==> config.mk <==
export PLATFORM = sky130hd
export DESIGN_NAME = irq_dispatch_ctrl
export DESIGN_NICKNAME = d
export VERILOG_FILES = /design/src/rtl/irq_dispatch_pkg.sv /design/src/rtl/irq_flag_bank.sv /design/src/rtl/irq_prio_pick.sv /design/src/rtl/irq_master_enable.sv /design/src/rtl/irq_push_seq.sv /design/src/rtl/irq_dispatch_ctrl.sv
export SDC_FILE = /design/constraint.sdc
export NUM_CORES = 1
export LEC_CHECK = 0
export BUFFER_PORTS_ARGS = -buffer_cell sky130_fd_sc_hd__buf_2
export CORE_MARGIN = 4
export CORE_UTILIZATION = 50
export CTS_BUF_LIST = sky130_fd_sc_hd__clkbuf_4 sky130_fd_sc_hd__clkbuf_8
export CTS_CLUSTER_DIAMETER = 100
export CTS_CLUSTER_SIZE = 10
export DETAILED_ROUTE_END_ITERATION = 12
export PLACE_DENSITY_LB_ADDON = 0.1
export SLEW_MARGIN = 20
export SYNTH_ARGS = -nofsm -noshare
export SYNTH_HDL_FRONTEND = slang
export SYNTH_SLANG_ARGS = --single-unit
==> constraint.sdc <==
create_clock -name clk -period 2.5 [get_ports clk]
set_clock_uncertainty 0.15 [all_clocks]
set_input_delay 0.25 -clock clk [delete_from_list [all_inputs] [get_ports clk]]
set_output_delay 0.25 -clock clk [all_outputs]
set_load 0.02 [all_outputs]
==> src/rtl/irq_dispatch_pkg.sv <==
`timescale 1ns/1ps
package irq_dispatch_pkg;
   // Phase of the dispatch window, derived from the beat counter
   typedef enum logic [2:0] {
      PH_IDLE,
      PH_PUSH_HI,
      PH_PUSH_LO,
      PH_HOLD,
      PH_JUMP
   } disp_phase_e;

   // Index width for a source count, never below one bit
   function automatic int idx_width(input int n);
      return (n > 1) ? $clog2(n) : 1;
   endfunction
endpackage

==> src/rtl/irq_flag_bank.sv <==
`timescale 1ns/1ps
module irq_flag_bank #(
   parameter int NUM_SRC   = 5,
   parameter int ADDR_W    = 16,
   parameter int DATA_W    = 8,
   parameter int EN_ADDR   = 'hFFFF,
   parameter int FLAG_ADDR = 'hFF0F
) (
   input  logic               clk,
   input  logic               rst_n,
   input  logic [ADDR_W-1:0]  bus_addr,
   input  logic               bus_wr,
   input  logic [DATA_W-1:0]  bus_wdata,
   output logic [DATA_W-1:0]  bus_rdata,
   input  logic [NUM_SRC-1:0] src_req,
   input  logic [NUM_SRC-1:0] take_mask,
   output logic [NUM_SRC-1:0] en_q,
   output logic [NUM_SRC-1:0] flag_q
);
   localparam int PAD = DATA_W - NUM_SRC;
   localparam logic [ADDR_W-1:0] EN_A   = ADDR_W'(EN_ADDR);
   localparam logic [ADDR_W-1:0] FLAG_A = ADDR_W'(FLAG_ADDR);

   logic hit_en, hit_flag;
   logic [NUM_SRC-1:0] flag_base, flag_d;

   assign hit_en   = (bus_addr == EN_A);
   assign hit_flag = (bus_addr == FLAG_A);

   // Software write first, then dispatch clear, then requests win
   assign flag_base = (bus_wr && hit_flag) ? bus_wdata[NUM_SRC-1:0] : flag_q;
   assign flag_d    = (flag_base & ~take_mask) | src_req;

   always_ff @(posedge clk) begin
      if (!rst_n) begin
         en_q   <= '0;
         flag_q <= '0;
      end else begin
         flag_q <= flag_d;
         if (bus_wr && hit_en) en_q <= bus_wdata[NUM_SRC-1:0];
      end
   end

   generate
      if (PAD > 0) begin : g_pad
         always_comb begin
            if (hit_en)        bus_rdata = {{PAD{1'b1}}, en_q};
            else if (hit_flag) bus_rdata = {{PAD{1'b1}}, flag_q};
            else               bus_rdata = '0;
         end
      end else begin : g_nopad
         always_comb begin
            if (hit_en)        bus_rdata = en_q;
            else if (hit_flag) bus_rdata = flag_q;
            else               bus_rdata = '0;
         end
      end
   endgenerate
endmodule

==> src/rtl/irq_prio_pick.sv <==
`timescale 1ns/1ps
module irq_prio_pick
   import irq_dispatch_pkg::*;
#(
   parameter int NUM_SRC    = 5,
   parameter int ADDR_W     = 16,
   parameter int VEC_BASE   = 'h40,
   parameter int VEC_STRIDE = 8
) (
   input  logic [NUM_SRC-1:0]  cand,
   output logic                any_hit,
   output logic [NUM_SRC-1:0]  sel,
   output logic [ADDR_W-1:0]   vector
);
   localparam int IDX_W = idx_width(NUM_SRC);

   logic [NUM_SRC:0]   blocked;
   logic [IDX_W-1:0]   idx;

   assign blocked[0] = 1'b0;

   // Ripple chain: a lower index blocks every higher one
   generate
      for (genvar i = 0; i < NUM_SRC; i++) begin : g_chain
         assign sel[i]       = cand[i] & ~blocked[i];
         assign blocked[i+1] = blocked[i] | cand[i];
      end
   endgenerate

   assign any_hit = blocked[NUM_SRC];

   always_comb begin
      idx = '0;
      for (int i = 0; i < NUM_SRC; i++) begin
         if (sel[i]) idx = idx | IDX_W'(i);
      end
   end

   assign vector = ADDR_W'(VEC_BASE) + ADDR_W'(idx) * ADDR_W'(VEC_STRIDE);
endmodule

==> src/rtl/irq_master_enable.sv <==
`timescale 1ns/1ps
module irq_master_enable (
   input  logic clk,
   input  logic rst_n,
   input  logic ei_stb,
   input  logic di_stb,
   input  logic reti_stb,
   input  logic bnd_ok,
   input  logic take,
   output logic ime_q,
   output logic pend_q
);
   always_ff @(posedge clk) begin
      if (!rst_n) begin
         ime_q  <= 1'b0;
         pend_q <= 1'b0;
      end else if (di_stb) begin
         ime_q  <= 1'b0;
         pend_q <= 1'b0;
      end else begin
         if (take)                ime_q <= 1'b0;
         else if (reti_stb)       ime_q <= 1'b1;
         else if (bnd_ok && pend_q) ime_q <= 1'b1;

         if (ei_stb)                         pend_q <= 1'b1;
         else if (take || (bnd_ok && pend_q)) pend_q <= 1'b0;
      end
   end
endmodule

==> src/rtl/irq_push_seq.sv <==
`timescale 1ns/1ps
module irq_push_seq
   import irq_dispatch_pkg::*;
#(
   parameter int ADDR_W          = 16,
   parameter int DATA_W          = 8,
   parameter int DISPATCH_CYCLES = 20
) (
   input  logic              clk,
   input  logic              rst_n,
   input  logic              start,
   input  logic [ADDR_W-1:0] pc_in,
   input  logic [ADDR_W-1:0] sp_in,
   input  logic [ADDR_W-1:0] vec_in,
   output logic              busy,
   output logic              stk_we,
   output logic [ADDR_W-1:0] stk_addr,
   output logic [DATA_W-1:0] stk_wdata,
   output logic              pc_wr,
   output logic [ADDR_W-1:0] pc_new,
   output logic              sp_wr,
   output logic [ADDR_W-1:0] sp_new
);
   localparam int CNT_W = $clog2(DISPATCH_CYCLES);
   localparam logic [CNT_W-1:0] LAST = CNT_W'(DISPATCH_CYCLES - 1);

   logic              act_q;
   logic [CNT_W-1:0]  cnt_q;
   logic [ADDR_W-1:0] pc_q, sp_q, vec_q;
   logic [ADDR_W-1:0] sp_m1, sp_m2;
   disp_phase_e       phase;

   always_ff @(posedge clk) begin
      if (!rst_n) begin
         act_q <= 1'b0;
         cnt_q <= '0;
         pc_q  <= '0;
         sp_q  <= '0;
         vec_q <= '0;
      end else if (start && !act_q) begin
         act_q <= 1'b1;
         cnt_q <= '0;
         pc_q  <= pc_in;
         sp_q  <= sp_in;
         vec_q <= vec_in;
      end else if (act_q) begin
         if (cnt_q == LAST) begin
            act_q <= 1'b0;
            cnt_q <= '0;
         end else begin
            cnt_q <= cnt_q + 1'b1;
         end
      end
   end

   always_comb begin
      if (!act_q)              phase = PH_IDLE;
      else if (cnt_q == '0)    phase = PH_PUSH_HI;
      else if (cnt_q == CNT_W'(1)) phase = PH_PUSH_LO;
      else if (cnt_q == LAST)  phase = PH_JUMP;
      else                     phase = PH_HOLD;
   end

   assign sp_m1 = sp_q - ADDR_W'(1);
   assign sp_m2 = sp_q - ADDR_W'(2);

   assign busy      = act_q;
   assign stk_we    = (phase == PH_PUSH_HI) || (phase == PH_PUSH_LO);
   assign stk_addr  = (phase == PH_PUSH_HI) ? sp_m1 : sp_m2;
   assign stk_wdata = (phase == PH_PUSH_HI) ? pc_q[ADDR_W-1 -: DATA_W] : pc_q[DATA_W-1:0];
   assign pc_wr     = (phase == PH_JUMP);
   assign sp_wr     = (phase == PH_JUMP);
   assign pc_new    = vec_q;
   assign sp_new    = sp_m2;
endmodule

==> src/rtl/irq_dispatch_ctrl.sv <==
`timescale 1ns/1ps
module irq_dispatch_ctrl #(
   parameter int NUM_SRC         = 5,
   parameter int ADDR_W          = 16,
   parameter int DATA_W          = 8,
   parameter int EN_ADDR         = 'hFFFF,
   parameter int FLAG_ADDR       = 'hFF0F,
   parameter int VEC_BASE        = 'h40,
   parameter int VEC_STRIDE      = 8,
   parameter int DISPATCH_CYCLES = 20
) (
   input  logic               clk,
   input  logic               rst_n,
   input  logic [ADDR_W-1:0]  bus_addr,
   input  logic               bus_wr,
   input  logic [DATA_W-1:0]  bus_wdata,
   output logic [DATA_W-1:0]  bus_rdata,
   input  logic [NUM_SRC-1:0] src_req,
   input  logic               ime_on,
   input  logic               ime_off,
   input  logic               ime_reti,
   input  logic               insn_boundary,
   input  logic [ADDR_W-1:0]  core_pc,
   input  logic [ADDR_W-1:0]  core_sp,
   output logic               busy,
   output logic               stk_we,
   output logic [ADDR_W-1:0]  stk_addr,
   output logic [DATA_W-1:0]  stk_wdata,
   output logic               pc_wr,
   output logic [ADDR_W-1:0]  pc_new,
   output logic               sp_wr,
   output logic [ADDR_W-1:0]  sp_new,
   output logic               master_en
);
   // Elaboration-time parameter checks
   generate
      if (NUM_SRC < 1 || NUM_SRC > DATA_W) begin : g_bad_src
         $error("NUM_SRC must lie in 1..DATA_W");
      end
      if (ADDR_W != 2 * DATA_W) begin : g_bad_width
         $error("ADDR_W must be twice DATA_W for the two-byte push");
      end
      if (DISPATCH_CYCLES < 3) begin : g_bad_len
         $error("DISPATCH_CYCLES must cover two pushes and a jump");
      end
   endgenerate

   logic [NUM_SRC-1:0] en_bits, flag_bits, cand, sel, take_mask;
   logic [ADDR_W-1:0]  vec_sel;
   logic               any_hit, bnd_ok, accept, pend_q;

   assign cand      = en_bits & flag_bits;
   assign bnd_ok    = insn_boundary && !busy;
   assign accept    = bnd_ok && master_en && any_hit;
   assign take_mask = accept ? sel : '0;

   irq_flag_bank #(
      .NUM_SRC(NUM_SRC), .ADDR_W(ADDR_W), .DATA_W(DATA_W),
      .EN_ADDR(EN_ADDR), .FLAG_ADDR(FLAG_ADDR)
   ) u_bank (
      .clk(clk), .rst_n(rst_n),
      .bus_addr(bus_addr), .bus_wr(bus_wr), .bus_wdata(bus_wdata),
      .bus_rdata(bus_rdata), .src_req(src_req), .take_mask(take_mask),
      .en_q(en_bits), .flag_q(flag_bits)
   );

   irq_prio_pick #(
      .NUM_SRC(NUM_SRC), .ADDR_W(ADDR_W),
      .VEC_BASE(VEC_BASE), .VEC_STRIDE(VEC_STRIDE)
   ) u_pick (
      .cand(cand), .any_hit(any_hit), .sel(sel), .vector(vec_sel)
   );

   irq_master_enable u_ime (
      .clk(clk), .rst_n(rst_n),
      .ei_stb(ime_on), .di_stb(ime_off), .reti_stb(ime_reti),
      .bnd_ok(bnd_ok), .take(accept),
      .ime_q(master_en), .pend_q(pend_q)
   );

   irq_push_seq #(
      .ADDR_W(ADDR_W), .DATA_W(DATA_W), .DISPATCH_CYCLES(DISPATCH_CYCLES)
   ) u_seq (
      .clk(clk), .rst_n(rst_n), .start(accept),
      .pc_in(core_pc), .sp_in(core_sp), .vec_in(vec_sel),
      .busy(busy), .stk_we(stk_we), .stk_addr(stk_addr), .stk_wdata(stk_wdata),
      .pc_wr(pc_wr), .pc_new(pc_new), .sp_wr(sp_wr), .sp_new(sp_new)
   );
endmodule

==> run_results.csv <==
group,metric,value,unit
yosys,yosys.area_share.xor_xnor,0.0749,
cells_and_area,antenna-diode-count,0,
yosys,synth.cell_area,3270,um2
power,ir_worst_vdd,0.289,mV
yosys,synth-compound-area-share,0.210,
cells_and_area,fin_cells,615,
yosys,ys_seq_area_frac,0.330,
power,p_leak,0.00183,uW
cells_and_area,nFillCells,562,
worst_setup_path,worst_ep_required_time,2.10,ns
die,core-area,6350,um2
cts,cts_made_buffers,5,
power,cellPowerDensity,350,nW/um2
worst_setup_path,cp-start-kind,"register",
hold_path,hp-start,"src_req[3]",
cells_and_area,layout_common_cells,"118 x buf_2, 108 x nand2_1, 46 x dfxtp_1",
die,ios,137,
placed_design,preCtsSetupSlack,0.171,ns
yosys,ys_seq_elements,54,
worst_setup_path,cp-end-kind,"output port",
route,drt_wl_total,8.47,mm
worst_setup_path,reg2reg_setup_slack,0.44,ns
route,vias,3245,
hold_path,hold_class,"in2reg",
cts,postCtsHoldBufs,0,
yosys,async_flop_share,0,
sta,rsz0062_at_grt,"yes",
grt,grt_max_degree,45,
die,fp.dieH,88.9,um
cells_and_area,mostFrequentLayoutCell,"buf_2",
sta,slew_viol_final,0,
sta,timing.fmax,410,MHz
yosys,synthMuxAreaShare,0.00306,
yosys,synthAdderAreaFrac,0.0229,
cts,cts.sinks,54,
cells_and_area,drive_gt1_frac,0.342,
route,drtPass1Iterations,6,
grt,grt_pass1_wl,12.9,mm
yosys,synth_ff_type,"dfxtp_1",
route,routed_via_density,5.28,
route,drc,0,
sta,setup_viol,0,
die,die_width,88.9,um
job,drv_cap,0,
worst_setup_path,worst_r2r_startpoint,"u_seq.busy",
grt,grt_pass1_vias,2890,
sta,timing.slew.headroom,0.542,
die,start_util,0.516,
cts,cts_tree,"built",
sta,period_needed,2.44,ns
die,row_count,29,
grt,antenna_found_initial,0,
yosys,synthSimpleGateAreaFrac,0.273,
worst_setup_path,critical_path.max_fanout,4,
placed_design,dp_hpwl,6.31,mm
worst_setup_path,rr_worst_depth,6,
hold_path,worst_hold_path.endpoint,"u_bank.flag_q[3]",
cts,h-tree-depth,2,
worst_setup_path,arrival,2.04,ns
cts,cts_buffer_depth,2,
yosys,synth_top_family_by_area,"simple AND/OR/NAND/NOR gates",
yosys,synth_warnings,0,
yosys,synth_cells,420,
placed_design,io_buffers,121,
sta,fin_ws,0.0586,ns
cells_and_area,final_nets,612,
yosys,syn_avg_cell_area,7.80,um2
cts,clk_pin_slew,0.09,ns
yosys,synth_cell_types,52,
sta,fin_crit_sh,0.977,
route,ant_nets,0,
cts,cts-root-buf,"clkbuf_8",
outcome,status,"completed",
cells_and_area,synthToLayoutAreaGrowth,27.8,%
die,die_area,7910,um2
cells_and_area,fin_util,0.659,
grt,grt_usage,0.204,
route,drt_iter0_drc,117,
worst_setup_path,timing_worst_setup_path_type,"reg2out",
placed_design,gp_congestion,0.882,
route,wl_per_cell,13.8,um
sta,tightest_slew,0.687,ns
yosys,synth_edf_count,0,
cts,insertion_delay,0.30,ns
grt,overflow,0,
placed_design,dp_cells,602,
sta,finalHoldViolCount,0,
hold_path,whs_path_depth,3,
worst_setup_path,reg2reg_to,"u_seq.pc_q[10]",
power by group:
group | internal, uW | switching, uW
sequential | 865 | 11.4
clock | 204 | 268
combinational | 55.9 | 62.4
area by class of cell:
| class | count | area, um2 | area share |
|---|---|---|---|
| Clock buffer | 6 | 76.3 | 0.0182 |
| Inverter | 11 | 48.8 | 0.0117 |
| Tap cell | 77 | 96.3 | 0.0230 |
| Timing Repair Buffer | 142 | 783 | 0.187 |
| Multi-Input combinational cell | 324 | 2070 | 0.496 |
| Sequential cell | 54 | 1100 | 0.262 |
| Clock inverter | 1 | 7.51 | 0.00179 |
Yosys cell counts, drive strengths merged (2+ instances only):
| cell | n | area share |
|---|---|---|
| a211o | 3 | 0.0080 |
| a21boi | 38 | 0.087 |
| a21oi | 9 | 0.014 |
| a22o | 6 | 0.016 |
| a22oi | 2 | 0.0046 |
| and2 | 5 | 0.0096 |
| and3 | 5 | 0.0096 |
| buf | 27 | 0.055 |
| clkbuf | 15 | 0.017 |
| dfxtp | 54 | 0.33 |
| ha | 6 | 0.023 |
| inv | 10 | 0.011 |
| nand2 | 109 | 0.12 |
| nand3 | 9 | 0.014 |
| nand3b | 3 | 0.0069 |
| nand4 | 14 | 0.027 |
| nor2 | 18 | 0.021 |
| nor3 | 8 | 0.012 |
| nor4 | 5 | 0.011 |
| nor4b | 3 | 0.012 |
| o2111ai | 5 | 0.015 |
| o211ai | 2 | 0.0046 |
| o21a | 7 | 0.016 |
| o21ai | 3 | 0.0046 |
| o311ai | 5 | 0.016 |
| or4 | 3 | 0.0069 |
| xnor2 | 12 | 0.032 |
| xor2 | 16 | 0.043 |
kinds of logic after synthesis:
family,count (synthesis)
muxes,1
AOI/OAI and AO/OA,88
xor gates and xnor gates,28
DFF,54
buffers and inverters,53
other,1
and+or+nand+nor,189
adders and majority gates,6
metrics by stage:
step,setup TNS (ns),instance area [um2],hold WS (ns),power (uW)
2_1_floorplan,0,3320,0.217,969
3_3_place_gp,0,3920,0.294,1010
4_1_cts,-0.0389,4040,0.00427,1490
6_report,0,4190,0.0156,1470
5_1_grt,-0.107,4190,0.0163,1520
3_5_place_dp,0,3920,0.302,1020
sequential cells by signal (all words and copies together) (netlist names):
name           cells
u_seq.pc_new       4
u_ime.pend_q       1
u_seq.pc_q        16
u_bank.flag_q      5
u_seq.cnt_q        5
u_ime.ime_q        1
u_bank.en_q        5
u_seq.busy         1
u_seq.sp_q        16
timing repair:
item | 4_1_cts | 5_1_grt
setup buffers | 0 | 6
pin swaps | 4 | 8
resized for setup | 10 | 29
endpoints found under the setup margin | 8 | 21
gates cloned | 0 | 0
per-layer routing:
metal | up-vias | part of all wire | wire [um] | GRT usage
met5 | - | 0 | 0 | 0
met4 | 0 | 0.013 | 106 | 0.0495
met3 | 10 | 0.073 | 615 | 0.0378
met2 | 101 | 0.49 | 4170 | 0.360
met1 | 1480 | 0.42 | 3580 | 0.255
li1 | 1654 | - | - | -
worst max-delay path, cell delays in order (launching register included):
cell and delay [ns]:
dfxtp_4 0.37, nor4b_4 0.26, buf_4 0.18, nand4_1 0.22
a2111oi_4 0.37, xor2_1 0.18, buf_4 0.16
worst max path at each step:
stage | startpoint | end | slack, ns | cells after the start
4_1_cts | u_seq.cnt_q[3] | stk_addr[4] | -0.02 | 5
3_3_place_gp | u_seq.cnt_q[4] | stk_addr[4] | 0.24 | 5
3_5_place_dp | u_seq.cnt_q[4] | stk_addr[4] | 0.17 | 5
6_report | u_seq.cnt_q[4] | stk_addr[14] | 0.06 | 6
2_1_floorplan | u_seq.sp_q[1] | stk_addr[14] | 0.10 | 6
5_1_grt | u_seq.sp_q[0] | stk_addr[14] | -0.06 | 7
(Power assumes the default switching activity.)
